[src/rtl/fdc_rate_pkg.sv]
package fdc_rate_pkg;

    typedef enum logic [1:0] {
        RATE_500K = 2'b00,
        RATE_300K = 2'b01,
        RATE_250K = 2'b10,
        RATE_1M   = 2'b11
    } rate_code_e;

    typedef struct packed {
        logic ccr_hit;
        logic dsr_hit;
    } alias_hit_t;

    typedef struct packed {
        alias_hit_t hit;
        rate_code_e rate;
        logic [5:0] upper;
    } host_req_t;

    localparam rate_code_e RESET_RATE = RATE_500K;

    function automatic int rate_kbps(rate_code_e code);
        case (code)
            RATE_500K: return 500;
            RATE_300K: return 300;
            RATE_250K: return 250;
            default:   return 1000;
        endcase
    endfunction

    function automatic int div_for(int base_khz, rate_code_e code);
        return base_khz / rate_kbps(code);
    endfunction

endpackage

[src/rtl/fdc_rate_decode.sv]
module fdc_rate_decode
    import fdc_rate_pkg::*;
#(
    parameter int ADDR_W   = 10,
    parameter int CCR_ADDR = 'h3F7,
    parameter int DSR_ADDR = 'h004
) (
    input  logic [ADDR_W-1:0] host_addr,
    input  logic [7:0]        host_wdata,
    input  logic              host_wr,
    output host_req_t         req
);
    localparam logic [ADDR_W-1:0] CCR_A = ADDR_W'(CCR_ADDR);
    localparam logic [ADDR_W-1:0] DSR_A = ADDR_W'(DSR_ADDR);

    always_comb begin
        req.hit.ccr_hit = host_wr && (host_addr == CCR_A);
        req.hit.dsr_hit = host_wr && (host_addr == DSR_A);
        req.rate        = rate_code_e'(host_wdata[1:0]);
        req.upper       = host_wdata[7:2];
    end

    // at most one alias can be selected by a single address
    always_comb begin
        a_one_alias_r5: assert ($onehot0({req.hit.ccr_hit, req.hit.dsr_hit}));
    end
endmodule

[src/rtl/fdc_rate_hold.sv]
module fdc_rate_hold
    import fdc_rate_pkg::*;
(
    input  logic       clk,
    input  logic       rst,
    input  logic       load,
    input  rate_code_e new_rate,
    output rate_code_e rate_q,
    output logic       chg_q
);
    always_ff @(posedge clk) begin
        if (rst) begin
            rate_q <= RESET_RATE;
            chg_q  <= 1'b0;
        end else begin
            chg_q <= load && (new_rate != rate_q);
            if (load) rate_q <= new_rate;
        end
    end

    p_last_write_wins_r4: assert property (@(posedge clk) disable iff (rst)
        load |=> (rate_q == $past(new_rate)));
    p_hold_idle_r5: assert property (@(posedge clk) disable iff (rst)
        !load |=> $stable(rate_q));
    p_pulse_means_change_r7: assert property (@(posedge clk) disable iff (rst)
        $rose(chg_q) |-> (rate_q != $past(rate_q)));
    p_pulse_single_r7: assert property (@(posedge clk) disable iff (rst)
        (chg_q && !$past(load)) |-> 1'b0);
endmodule

[src/rtl/fdc_rate_divmap.sv]
module fdc_rate_divmap
    import fdc_rate_pkg::*;
#(
    parameter int BASE_KHZ = 3000,
    parameter int DIV_W    = 4
) (
    input  logic             clk,
    input  logic             rst,
    input  logic             load,
    input  rate_code_e       new_rate,
    output logic [DIV_W-1:0] div_q
);
    localparam logic [DIV_W-1:0] RESET_DIV = DIV_W'(div_for(BASE_KHZ, RESET_RATE));

    always_ff @(posedge clk) begin
        if (rst)       div_q <= RESET_DIV;
        else if (load) div_q <= DIV_W'(div_for(BASE_KHZ, new_rate));
    end

    p_div_hold_r5: assert property (@(posedge clk) disable iff (rst)
        !load |=> $stable(div_q));
    p_div_nonzero_r6: assert property (@(posedge clk) disable iff (rst)
        div_q != '0);
endmodule

[src/rtl/fdc_rate_extreg.sv]
module fdc_rate_extreg #(
    parameter int EXT_W = 6
) (
    input  logic             clk,
    input  logic             rst,
    input  logic             load,
    input  logic [EXT_W-1:0] d,
    output logic [EXT_W-1:0] q
);
    always_ff @(posedge clk) begin
        if (rst)       q <= '0;
        else if (load) q <= d;
    end

    p_ext_hold_r8: assert property (@(posedge clk) disable iff (rst)
        !load |=> $stable(q));
    p_ext_load_r8: assert property (@(posedge clk) disable iff (rst)
        load |=> (q == $past(d)));
endmodule

[src/rtl/fdc_rate_select.sv]
module fdc_rate_select
    import fdc_rate_pkg::*;
#(
    parameter int ADDR_W   = 10,
    parameter int CCR_ADDR = 'h3F7,
    parameter int DSR_ADDR = 'h004,
    parameter int BASE_KHZ = 3000,
    localparam int DIV_W   = $clog2(BASE_KHZ / 250 + 1)
) (
    input  logic              clk,
    input  logic              rst,
    input  logic [ADDR_W-1:0] host_addr,
    input  logic [7:0]        host_wdata,
    input  logic              host_wr,
    output logic [1:0]        rate_pins,
    output logic [DIV_W-1:0]  clk_div_sel,
    output logic              rate_chg,
    output logic [5:0]        dsr_upper
);
    host_req_t  req;
    rate_code_e rate_q;
    logic       any_hit;

    fdc_rate_decode #(.ADDR_W(ADDR_W), .CCR_ADDR(CCR_ADDR), .DSR_ADDR(DSR_ADDR)) u_dec (
        .host_addr (host_addr),
        .host_wdata(host_wdata),
        .host_wr   (host_wr),
        .req       (req)
    );

    assign any_hit = req.hit.ccr_hit | req.hit.dsr_hit;

    fdc_rate_hold u_hold (
        .clk     (clk),
        .rst     (rst),
        .load    (any_hit),
        .new_rate(req.rate),
        .rate_q  (rate_q),
        .chg_q   (rate_chg)
    );

    fdc_rate_divmap #(.BASE_KHZ(BASE_KHZ), .DIV_W(DIV_W)) u_div (
        .clk     (clk),
        .rst     (rst),
        .load    (any_hit),
        .new_rate(req.rate),
        .div_q   (clk_div_sel)
    );

    fdc_rate_extreg #(.EXT_W(6)) u_ext (
        .clk (clk),
        .rst (rst),
        .load(req.hit.dsr_hit),
        .d   (req.upper),
        .q   (dsr_upper)
    );

    assign rate_pins = rate_q;

    p_div_tracks_pins_r6: assert property (@(posedge clk) disable iff (rst)
        clk_div_sel == DIV_W'(div_for(BASE_KHZ, rate_code_e'(rate_pins))));
    p_ccr_keeps_upper_r8: assert property (@(posedge clk) disable iff (rst)
        req.hit.ccr_hit |=> $stable(dsr_upper));
    p_ccr_loads_r2: assert property (@(posedge clk) disable iff (rst)
        req.hit.ccr_hit |=> (rate_pins == $past(host_wdata[1:0])));
    p_dsr_loads_r3: assert property (@(posedge clk) disable iff (rst)
        req.hit.dsr_hit |=> (rate_pins == $past(host_wdata[1:0])));
endmodule

[config.mk]
export PLATFORM = sky130hd
export DESIGN_NAME = fdc_rate_select
export DESIGN_NICKNAME = d
export VERILOG_FILES = /design/src/rtl/fdc_rate_pkg.sv /design/src/rtl/fdc_rate_decode.sv /design/src/rtl/fdc_rate_hold.sv /design/src/rtl/fdc_rate_divmap.sv /design/src/rtl/fdc_rate_extreg.sv /design/src/rtl/fdc_rate_select.sv
export SDC_FILE = /design/constraint.sdc
export NUM_CORES = 1
export LEC_CHECK = 0
export CORE_ASPECT_RATIO = 0.8
export CORE_MARGIN = 3
export CORE_UTILIZATION = 34
export CTS_CLUSTER_DIAMETER = 80
export DETAILED_ROUTE_END_ITERATION = 10
export PLACE_DENSITY = 0.73
export SETUP_SLACK_MARGIN = 0.02
export SLEW_MARGIN = 10
export SYNTH_ARGS = -nofsm -noshare
export SYNTH_HDL_FRONTEND = slang
export SYNTH_SLANG_ARGS = --single-unit
[constraint.sdc]
create_clock -name clk -period 1.2 [get_ports clk]
set_input_delay 0.24 -clock clk [delete_from_list [all_inputs] [get_ports clk]]
set_output_delay 0.24 -clock clk [all_outputs]
set_load 0.005 [all_outputs]
# Yosys cells after proc, flatten, opt, wreduce, memory -nomap -nowiden
# Index checks and enable logic that the tools add are counted.
# Widths: inputs -> output; s select.
# classes
div_mod_pow	1
eq_ne	5
n_mux	3
bitwise	1
reduce_logical	4
# op_table
operator	n
$mux 32	2
$div 13x32->32 const A	1
$pmux 10 s3	1
$eq 10x10->1 const B	1
$eq 10x3->1 const B	1
$logic_and 1x1->1	3
$eq 2x1->1 const B	1
$eq 2x2->1 const B	1
$logic_not 2->1	1
$ne 2x2->1	1
$or 1x1->1	1
# word_totals
regBits	13
output_inout_bits	13
elab_cells	18

# Depth between registers and ports, before layout
# Gate-level depths: netlist of run 1.
# logic_depth
depth_word	6
depth_mapped	5
depth_no_buf	4

# Cells and area by module
# A second synthesis of run 1 with hierarchy kept.
# unflattened
hier_cells	66
area_unflattened_um2	650.6
# by_module_without_submodules
mod	n_inst	cells_each	area_per_inst_um2	seq_area_each_um2
fdc_rate_extreg	1	19	214.0	120.1
fdc_rate_divmap	1	20	200.2	80.1
fdc_rate_hold	1	11	116.4	60.1
fdc_rate_decode	1	15	113.9	0.0
fdc_rate_select	1	1	6.3	0.0

# Worst setup path after synthesis of run 1
# Ideal clock, no wire load.
# synth_timing
kind	in2reg
from	input host_addr[0]
to	register u_div.div_q[0]
setup_ps	72
arrival_time_ps	1247
required_ps	1128
slack_ps	-119
stages	4
n_path_buf	0
path_cell_list	nor4_2 nand2_1 a211oi_4 mux2i_1
# synth_between
elab_chain_cells	3
word_cells_on_any_way	5
# synth_rtl
item	line	source
start, declared	fdc_rate_select.sv:12	input logic [ADDR_W-1:0] host_addr,
$eq 10x10->1 or $eq 10x3->1 (tied branches)	fdc_rate_decode.sv:17, fdc_rate_decode.sv:18	
$logic_and 1x1->1, on equally long branches	fdc_rate_decode.sv:17, fdc_rate_decode.sv:18	
$or 1x1->1 (*)	fdc_rate_select.sv:31	assign any_hit = req.hit.ccr_hit | req.hit.dsr_hit;
end signal, assigned	fdc_rate_divmap.sv:17	else if (load) div_q <= DIV_W'(div_for(BASE_KHZ, new_rate));
end, declared	fdc_rate_divmap.sv:11	output logic [DIV_W-1:0] div_q
# Every way passes the cells marked *; elsewhere a longest branch is shown, timed or not.
# A chain may end at the register's enable or synchronous reset.

# Worst setup path after layout of run 1
# layout_timing
from	input host_wr
to	register u_ext.q[5]
# layout_between
elab_chain_cells	1
# layout_rtl
item	line	source
start, declared	fdc_rate_select.sv:14	input logic host_wr,
$logic_and 1x1->1	fdc_rate_decode.sv:18	req.hit.dsr_hit = host_wr && (host_addr == DSR_A);
end signal, assigned	fdc_rate_extreg.sv:11	if (rst) q <= '0;
end signal, assigned	fdc_rate_extreg.sv:12	else if (load) q <= d;
end, declared	fdc_rate_extreg.sv:8	output logic [EXT_W-1:0] q
# Every way passes these cells.

==> flow_metrics.py, run 1 <==
metrics = {
    "status": {
        "status": "completed",
    },
    "global_route": {
        "grt_max_degree": 12,
        "grt_antenna_before_repair": 0,
        "grt_overflow": 0,
        "track_usage_pct": 13.96,
        "grt_pass1_wl_mm": 2.394,
        "grt_pass1_vias": 577,
    },
    "layout": {
        "fillerInstances": 142,
        "fin_nets": 136,
        "stdcell_count": 132,
        "diodes": 0,
        "drive_gt1_share_pct": 30.00,
        "post-route-util_pct": 66.01,
        "syn_to_final_growth_pct": 72.94,
        "final_area_sq_um": 1127,
    },
    "timing": {
        "setup_violations": 0,
        "relSlewSlack_pct": 85.09,
        "drv_slew": 0,
        "period_share_pct": 99.01,
        "rsz0062_at_grt": "yes",
        "fin_skew_ps": 0.2466,
        "fmax_mhz": 841.7,
        "finalCriticalPeriod_ps": 1188,
        "timing_worst_slew_pin_value_ps": 222.0,
        "finalHoldViolCount": 0,
    },
    "clocking": {
        "insertion_delay_ps": 280,
        "cts_buffer_depth": 2,
        "htreeDepth": 1,
        "clock_sinks": 13,
        "cts_hold_buffers": 0,
        "cts_root_buf": "clkbuf_4",
        "tritoncts": "done",
        "cts_buffers": 3,
        "cts.clk_slew.worst_paths_ps": 80,
    },
    "yosys": {
        "synth-simple-area-share_pct": 24.57,
        "synth-xor-area-share_pct": 2.687,
        "synth_most_common_cell": "dfxtp_1",
        "synth.area.mux_share_pct": 18.43,
        "synth_compound_area_share_pct": 3.839,
        "synth-edff-count": 0,
        "ys_warn_count": 0,
        "syn-cell-area_sq_um": 651.9,
        "synth_area_leaders": "dfxtp_1 (40%), mux2i_1 (18%), ha_1 (7.7%), nand2b_1 (7.7%), nor2_1 (4.6%)",
        "synth_top_family_by_area": "simple AND/OR/NAND/NOR gates",
        "synthAdderAreaFrac_pct": 7.678,
        "yosys.cell_types.count": 18,
        "avgSynthCellArea_sq_um": 10.03,
        "synth_ff_type": "dfxtp_1",
        "synth_nets": 90,
        "synth_top_area_share_pct": 39.92,
        "synthCells": 65,
        "synth-seq-cells": 13,
        "synth-seq-area-share_pct": 39.92,
        "yosys-top-cells-count": "dfxtp_1 (13), mux2i_1 (12), nand2b_1 (8), nor2_1 (8), ha_1 (4)",
        "yosysTopAreaCell": "dfxtp_1",
        "async_reset_ff_share_pct": 0,
    },
    "setup_path": {
        "cp_max_fo": 6,
        "start_kind": "input port",
        "r2r_slack_ps": 290,
        "reg2reg_depth": 4,
        "path_class": "in -> reg",
        "r2r_start": "u_hold.rate_q[1]",
        "rr_endpoint": "u_hold.chg_q",
        "setup.worst_path.end_class": "flip-flop",
        "cp.arrival_ps": 1370,
        "cp.required_ps": 1380,
    },
    "pwr": {
        "p_sw_share_pct": 23.64,
        "p_clk_share_pct": 32.7,
        "power.density_nw_per_um2": 743.6,
        "peakVddDrop_mv": 0.4899,
        "power_leakage_nw": 0.5274,
        "combinationalPowerShare_pct": 15.9,
        "internal_power_w": 0.0006401,
        "p_seq_share_pct": 51.4,
        "switching_power_w": 0.0001982,
    },
    "floorplanning": {
        "die_h_um": 45.17,
        "num_rows": 13,
        "num_io_pins": 34,
        "die_w_um": 54.96,
        "dieArea_sq_um": 2482,
        "floorplan.initialDensity_pct": 38.17,
        "core_area_sq_um": 1708,
    },
    "min_path": {
        "holdPathStages": 2,
        "holdPathEnd": "u_div.div_q[0]",
        "hp-class": "reg -> reg",
        "worstHoldStart": "u_div.div_q[0]",
    },
    "drt": {
        "num_vias": 614,
        "via_per_inst": 4.652,
        "drt_iter0_drc": 9,
        "drt-total-wl_mm": 1.441,
        "drtAntennaViolNets": 0,
        "wire_per_inst_um": 10.92,
        "route.detailed.drc": 0,
        "first_pass_iters": 3,
    },
    "flow_run": {
        "cap_viol_max_count": 0,
    },
    "placed_design": {
        "globalplace.congestion": 0.7644,
        "place_inst": 126,
        "placed_area_sq_um": 1096,
        "dpl.hpwl_mm": 1.181,
        "port-buffer-count": 33,
    },
}
[power by group through the flow]
stage                     combinational (W)  sequential (W)  clock [W]
after floorplan                   0.0000359        0.000441          0
after global placement             0.000135        0.000441          0
after detailed placement           0.000137        0.000441          0
after CTS                          0.000135        0.000431   0.000290
after global routing               0.000146        0.000431   0.000307
final                              0.000133        0.000431   0.000274
[worst max-delay path: stages]
cell	delay, ps
clkdlybuf4s50_1	470
nand2_2	80
nand4bb_1	220
buf_6	170
mux2i_1	140
nor2_1	50
[cell usage in the layout (no fill, tap or decap), drive strengths merged]
master	netlist	final
a211oi	1	1
a21oi	1	1
and2	1	1
buf	0	17
clkbuf	3	3
clkdlybuf4s15	0	2
clkdlybuf4s50	0	12
clkinv	0	1
dfxtp	13	13
dlygate4sd2	0	13
ha	4	4
inv	2	2
mux2i	12	12
nand2	2	2
nand2b	8	8
nand4	2	2
nand4bb	1	1
nor2	8	8
nor2b	1	1
nor3	1	1
nor4	2	2
or2	1	1
xnor2	2	2
[per-stage QoR]
stage / worst slack [ps] / setup TNS [ps] / hold WS (ps) / total power [W]
6_report: 11.88 / 0 / 489.1 / 0.0008383
4_1_cts: 7.015 / 0 / 491.4 / 0.0008559
3_5_place_dp: -661.4 / -7181 / 481.4 / 0.0005785
2_1_floorplan: -92.58 / -604.9 / 383.9 / 0.0004774
3_3_place_gp: -647.9 / -6938 / 463.9 / 0.0005766
5_1_grt: -79.89 / -715.8 / 508.6 / 0.0008840
[area by class of cell]
| type | instances | area (sq um) | share of cell area [%] |
|---|---|---|---|
| well taps | 22 | 27.53 | 2.442 |
| repair buffers | 44 | 404.1 | 35.85 |
| flip-flops and latches | 13 | 267.8 | 23.75 |
| multi-input cells | 47 | 392.9 | 34.85 |
| clock inverters | 1 | 5.005 | 0.4440 |
| inverters | 2 | 7.507 | 0.6659 |
| clock buffers | 3 | 22.52 | 1.998 |
[timing repair]
| action | CTS | global route |
|---|---|---|
| resized for setup | 55 | 0 |
| pin swaps | 6 | 0 |
| setup endpoints to repair | 26 | 12 |
| buffers inserted | 2 | 0 |
| endpoints found under the hold margin | 0 | 0 |
[flip-flops by register name, indices dropped and copies added, names as in the netlist]
| signal | cells |
|---|---|
| u_ext.q | 6 |
| u_div.div_q | 4 |
| u_hold.rate_q | 2 |
| u_hold.chg_q | 1 |
[routing by layer]
| layer | vias up | part of all wire (%) | track usage [%] |
|---|---|---|---|
| met5 | - | 0 | 0 |
| met4 | 0 | 0.56 | 5.825 |
| met3 | 2 | 13 | 7.591 |
| met2 | 25 | 48 | 22.17 |
| met1 | 275 | 38 | 15.38 |
| li1 | 312 | - | - |
[cell families after synthesis]
logic type               after synthesis
adder cells (fa/ha/maj)                4
flip-flops                            13
AND/OR/NAND/NOR                       27
AO/OA/AOI/OAI                          2
XOR/XNOR                               2
buffers and inverters                  5
multiplexers                          12
[worst max path at each step]
stage,endpoint,cells past startpoint,start,slack (ps)
2_1_floorplan,u_div.div_q[0],4,host_addr[0],-90
3_3_place_gp,u_div.div_q[2],6,host_addr[8],-650
3_5_place_dp,u_div.div_q[0],6,host_addr[8],-660
4_1_cts,u_div.div_q[0],6,host_addr[5],7
5_1_grt,u_ext.q[3],6,host_wr,-80
6_report,u_ext.q[5],6,host_wr,10
Power figures use the tool's default switching activity.
==> inputs of run 2 (changes only) <==
MAX_ROUTING_LAYER = met4   (was not set)
==> flow_metrics.py, run 2 (same netlist as run 1, synthesis figures left out) <==
metrics = {
    "setup_path": {
        "setup.worst_path.end_class": "flip-flop",
        "max_stage_delay_ps": 280,
        "cp.required_ps": 1400,
        "cp_num_buf_inv": 2,
        "start_kind": "input port",
        "slowest_stage": "a211oi_4",
        "path_cells": "buf_2 -> nor4_4 -> nand2_1 -> a211oi_4 -> buf_12 -> mux2i_1",
        "critical_path.top_delay_family": "simple AND/OR/NAND/NOR gates",
        "path_class": "in -> reg",
        "cp.arrival_ps": 1390,
        "cp_max_fo": 7,
    },
    "timing": {
        "fin_skew_ps": 0.2238,
        "setup_tns_ps": 0,
        "drv_slew": 0,
        "finalCriticalPeriod_ps": 1190,
        "timing_worst_slew_pin_value_ps": 223.1,
        "fmax_mhz": 840.1,
        "setup_violations": 0,
        "finalHoldViolCount": 0,
        "period_share_pct": 99.19,
        "relSlewSlack_pct": 85.01,
        "rsz0062_at_grt": "yes",
    },
    "drt": {
        "drt-total-wl_mm": 1.434,
        "route.detailed.drc": 0,
        "via_per_inst": 4.606,
        "drt_iter0_drc": 4,
        "first_pass_iters": 3,
        "num_vias": 608,
        "wire_per_inst_um": 10.86,
        "drtAntennaViolNets": 0,
    },
    "clocking": {
        "tritoncts": "done",
        "htreeDepth": 1,
        "clock_sinks": 13,
        "cts_buffers": 3,
        "cts.clk_slew.worst_paths_ps": 80,
        "cts_root_buf": "clkbuf_4",
        "cts_buffer_depth": 2,
        "cts_hold_buffers": 0,
        "insertion_delay_ps": 280,
    },
    "layout": {
        "stdcell_count": 132,
        "final_cell_mix": "dlygate4sd2_1 (13), mux2i_1 (12), clkdlybuf4s50_1 (12), buf_4 (9)",
        "final_common_cell": "dlygate4sd2_1",
        "fin_nets": 136,
        "largest_register_ff_count": 6,
        "largestRegisters": "u_ext.q x6, u_div.div_q x4, u_hold.rate_q x2",
        "post-route-util_pct": 66.01,
        "diodes": 0,
        "drive_gt1_share_pct": 30.00,
        "fillerInstances": 142,
        "seq_area_sq_um": 267.8,
        "top_register": "u_ext.q",
        "multi_input_area_sq_um": 392.9,
        "syn_to_final_growth_pct": 72.94,
    },
    "global_route": {
        "grt_pass1_wl_mm": 2.380,
        "grt_pass1_vias": 576,
        "grt_max_degree": 12,
        "grt_overflow": 0,
        "track_usage_pct": 14.30,
        "grt_antenna_before_repair": 0,
    },
    "pwr": {
        "total_power_w": 0.0008385,
        "power.density_nw_per_um2": 743.8,
        "peakVddDrop_mv": 0.4932,
        "power_leakage_nw": 0.5274,
    },
    "placed_design": {
        "dpl.hpwl_mm": 1.181,
        "globalplace.congestion": 0.7746,
        "place_inst": 126,
        "port-buffer-count": 33,
    },
    "floorplanning": {
        "dieArea_sq_um": 2482,
        "num_rows": 13,
        "die_h_um": 45.17,
        "die_w_um": 54.96,
        "core_area_sq_um": 1708,
        "floorplan.initialDensity_pct": 38.17,
        "num_io_pins": 34,
    },
    "min_path": {
        "hp-class": "reg -> reg",
    },
    "status": {
        "status": "completed",
    },
    "flow_run": {
        "cap_viol_max_count": 0,
    },
}
==> run 2: layer usage <==
layer | GRT usage, % | up-vias | wire length, um
li1 | - | 310 | -
met3 | 6.931 | 4 | 162
met5 | - | - | 0
met4 | 5.825 | 0 | 14
met2 | 22.41 | 24 | 681
met1 | 15.38 | 270 | 575
==> run 2: where the power goes <==
part | total [W] | internal, W | switching, W
combinational | 0.000133 | 0.0000855 | 0.0000477
sequential | 0.000431 | 0.000431 | 0.0000000915
clock | 0.000274 | 0.000124 | 0.000151
==> run 2: layout make-up <==
class	instances	area share, %
well taps	22	2.442
flip-flops and latches	13	23.75
multi-input cells	47	34.85
repair buffers	44	35.85
inverters	2	0.6659
clock buffers	3	1.998
clock inverters	1	0.4440
==> run 2: worst register-to-register path, delay by kind of cell, from the launching register on <==
kind            cells  cell delay, ps
xor+xnor            1             140
buf+inv             1             130
compound gates      1              70
flops               1             330
simple gates        1             150
==> run 2: repair_timing <==
item,in CTS,in global routing
endpoints found under the setup margin,26,12
gates cloned,0,0
buffers inserted,2,0
gates resized for setup,55,0
endpoints found under the hold margin,0,0
pin swaps,6,0
==> run 2: worst paths after layout <==
kind	to	slack, ps	cells past startpoint	startpoint
min	u_ext.q[1]	490	2	u_ext.q[1]
max reg2reg	u_hold.chg_q	290	4	u_hold.rate_q[0]
min reg2reg	u_ext.q[1]	490	2	u_ext.q[1]
max	u_div.div_q[0]	10	6	host_addr[7]
==> run 2: stage by stage <==
stage | area (sq um) | hold slack [ps] | setup WS (ps)
6_report | 1127 | 490.6 | 9.664
5_1_grt | 1127 | 508.6 | -79.89
4_1_cts | 1127 | 491.4 | 7.015
3_5_place_dp | 1096 | 481.4 | -661.4
3_3_place_gp | 1096 | 463.9 | -647.9
2_1_floorplan | 669.4 | 383.9 | -92.58
==> inputs of run 3 (changes only) <==
CORE_MARGIN = not set   (was 3)
==> flow_metrics.py, run 3 (same netlist as run 1, synthesis figures left out) <==
metrics = {
    "layout": {
        "final_common_cell": "dlygate4sd2_1",
        "final_cell_mix": "dlygate4sd2_1 (13), mux2i_1 (12), clkdlybuf4s50_1 (10)",
        "multi_input_area_sq_um": 392.9,
        "largest_register_ff_count": 6,
        "fin_nets": 137,
        "top_register": "u_ext.q",
        "seq_area_sq_um": 270.3,
        "stdcell_count": 133,
        "syn_to_final_growth_pct": 75.82,
        "diodes": 0,
        "drive_gt1_share_pct": 29.73,
        "fillerInstances": 153,
        "largestRegisters": "u_ext.q x6, u_div.div_q x4, u_hold.rate_q x2",
    },
    "global_route": {
        "grt_antenna_before_repair": 0,
        "grt_overflow": 0,
        "grt_pass1_vias": 588,
        "track_usage_pct": 16.62,
        "grt_pass1_wl_mm": 2.387,
        "grt_max_degree": 10,
    },
    "drt": {
        "drtAntennaViolNets": 0,
        "first_pass_iters": 4,
        "via_per_inst": 4.579,
        "wire_per_inst_um": 11.23,
        "drt_iter0_drc": 7,
        "num_vias": 609,
        "drt-total-wl_mm": 1.494,
        "route.detailed.drc": 0,
    },
    "placed_design": {
        "port-buffer-count": 33,
        "dpl.hpwl_mm": 1.168,
        "globalplace.congestion": 0.7165,
        "place_inst": 129,
    },
    "timing": {
        "setup_violations": 6,
        "finalCriticalPeriod_ps": 1274,
        "rsz0062_at_grt": "yes",
        "period_share_pct": 106.2,
        "timing_worst_slew_pin_value_ps": 227.7,
        "setup_slack_ps": -74.38,
        "relSlewSlack_pct": 84.71,
        "fin_skew_ps": 0.1584,
        "drv_slew": 0,
        "finalHoldViolCount": 0,
        "fmax_mhz": 784.7,
        "setup_tns_ps": -239.3,
        "holdWs_ps": 471.9,
    },
    "clocking": {
        "cts_root_buf": "clkbuf_4",
        "insertion_delay_ps": 270,
        "clock_sinks": 13,
        "cts_buffers": 3,
        "cts_buffer_depth": 2,
        "htreeDepth": 1,
        "cts.clk_slew.worst_paths_ps": 80,
        "tritoncts": "done",
    },
    "setup_path": {
        "start_kind": "input port",
        "reg2reg_depth": 4,
        "path_class": "in -> reg",
        "critical_path.top_delay_family": "buffers and inverters",
        "setup.worst_path.end_class": "flip-flop",
        "max_stage_delay_ps": 280,
        "cp_max_fo": 7,
        "cp.required_ps": 1400,
        "cp.depth": 6,
        "path_cells": "clkdlybuf4s15_1 -> nand4_1 -> or2_1 -> a211oi_4 -> buf_12 -> mux2i_1",
        "cp_num_buf_inv": 2,
        "cp.arrival_ps": 1470,
        "slowest_stage": "a211oi_4",
    },
    "pwr": {
        "peakVddDrop_mv": 0.5673,
        "power_leakage_nw": 0.5510,
        "power.density_nw_per_um2": 732.1,
    },
    "min_path": {
        "hp-class": "reg -> reg",
        "holdPathStages": 2,
    },
    "floorplanning": {
        "die_w_um": 50.96,
        "die_h_um": 41.17,
        "num_io_pins": 34,
        "core_area_sq_um": 1708,
        "num_rows": 13,
        "dieArea_sq_um": 2098,
        "floorplan.initialDensity_pct": 38.17,
    },
    "status": {
        "violations": "negative setup slack",
        "status": "finished with violations",
    },
    "flow_run": {
        "cap_viol_max_count": 0,
    },
}
[run 3: cell types whose count changed in the layout (fill, tap and decap cells not counted)]
cell	previous run	this run
buf_6	4	5
dfxtp_1	7	5
clkbuf_2	0	1
dlymetal6s2s_1	0	2
buf_4	9	8
clkdlybuf4s15_2	2	0
buf_2	3	2
clkdlybuf4s50_1	12	10
dfxtp_2	6	8
clkdlybuf4s15_1	0	3
[run 3: repair_timing]
| action | in CTS | in global routing |
|---|---|---|
| hold buffers | 0 | 0 |
| hold endpoints to repair | 0 | 0 |
| setup endpoints to repair | 26 | 13 |
| pin swaps | 6 | 8 |
| resized for setup | 48 | 6 |
| buffers inserted | 1 | 0 |
[run 3: final cells by class]
type / instances / share of cell area [%]
Clock buffer: 3 / 1.965
Inverter: 2 / 0.6550
Clock inverter: 1 / 0.4367
Timing Repair Buffer: 45 / 36.68
Multi-Input combinational cell: 47 / 34.28
Tap cell: 22 / 2.402
Sequential cell: 13 / 23.58
[run 3: report_power, final]
group | internal (W) | total (W) | switching, W
Sequential | 0.000431 | 0.000431 | 0.0000000968
Combinational | 0.0000870 | 0.000137 | 0.0000502
Clock | 0.000123 | 0.000271 | 0.000148
[run 3: final timing paths]
| path | start | slack [ps] | to |
|---|---|---|---|
| worst max-delay path | host_addr[0] | -70 | u_hold.rate_q[0] |
| worst min-delay path | u_div.div_q[3] | 470 | u_div.div_q[3] |
| worst max register to register | u_hold.rate_q[1] | 290 | u_hold.chg_q |
| worst min register to register | u_div.div_q[3] | 470 | u_div.div_q[3] |
[run 3: per-stage QoR]
| stage | utilization (%) | worst slack (ps) | power, W | cell area (sq um) |
|---|---|---|---|---|
| 2_1_floorplan | - | -92.58 | 0.0004774 | 669.4 |
| 3_3_place_gp | 65.49 | -609.0 | 0.0005805 | 1119 |
| 3_5_place_dp | 65.49 | -675.8 | 0.0005838 | 1119 |
| 4_1_cts | 67.33 | -127.1 | 0.0008556 | 1150 |
| 5_1_grt | 67.11 | -129.2 | 0.0008828 | 1146 |
| 6_report | 67.11 | -74.38 | 0.0008391 | 1146 |
[run 3: tightest hold or removal path, stage by stage (launching register included)]
cell and delay (ps):
dfxtp_2 320, nand2b_1 60, mux2i_1 50
[run 3: metal layers]
layer  GRT usage [%]  vias to the layer above  part of all wire [%]  wire [um]
met5               -                        -                     0          0
met4           6.250                        0                  0.67         10
met3           5.926                        2                   9.6        143
met2           30.26                       21                    47        696
met1           17.14                      277                    43        644
li1                -                      309                     -          -
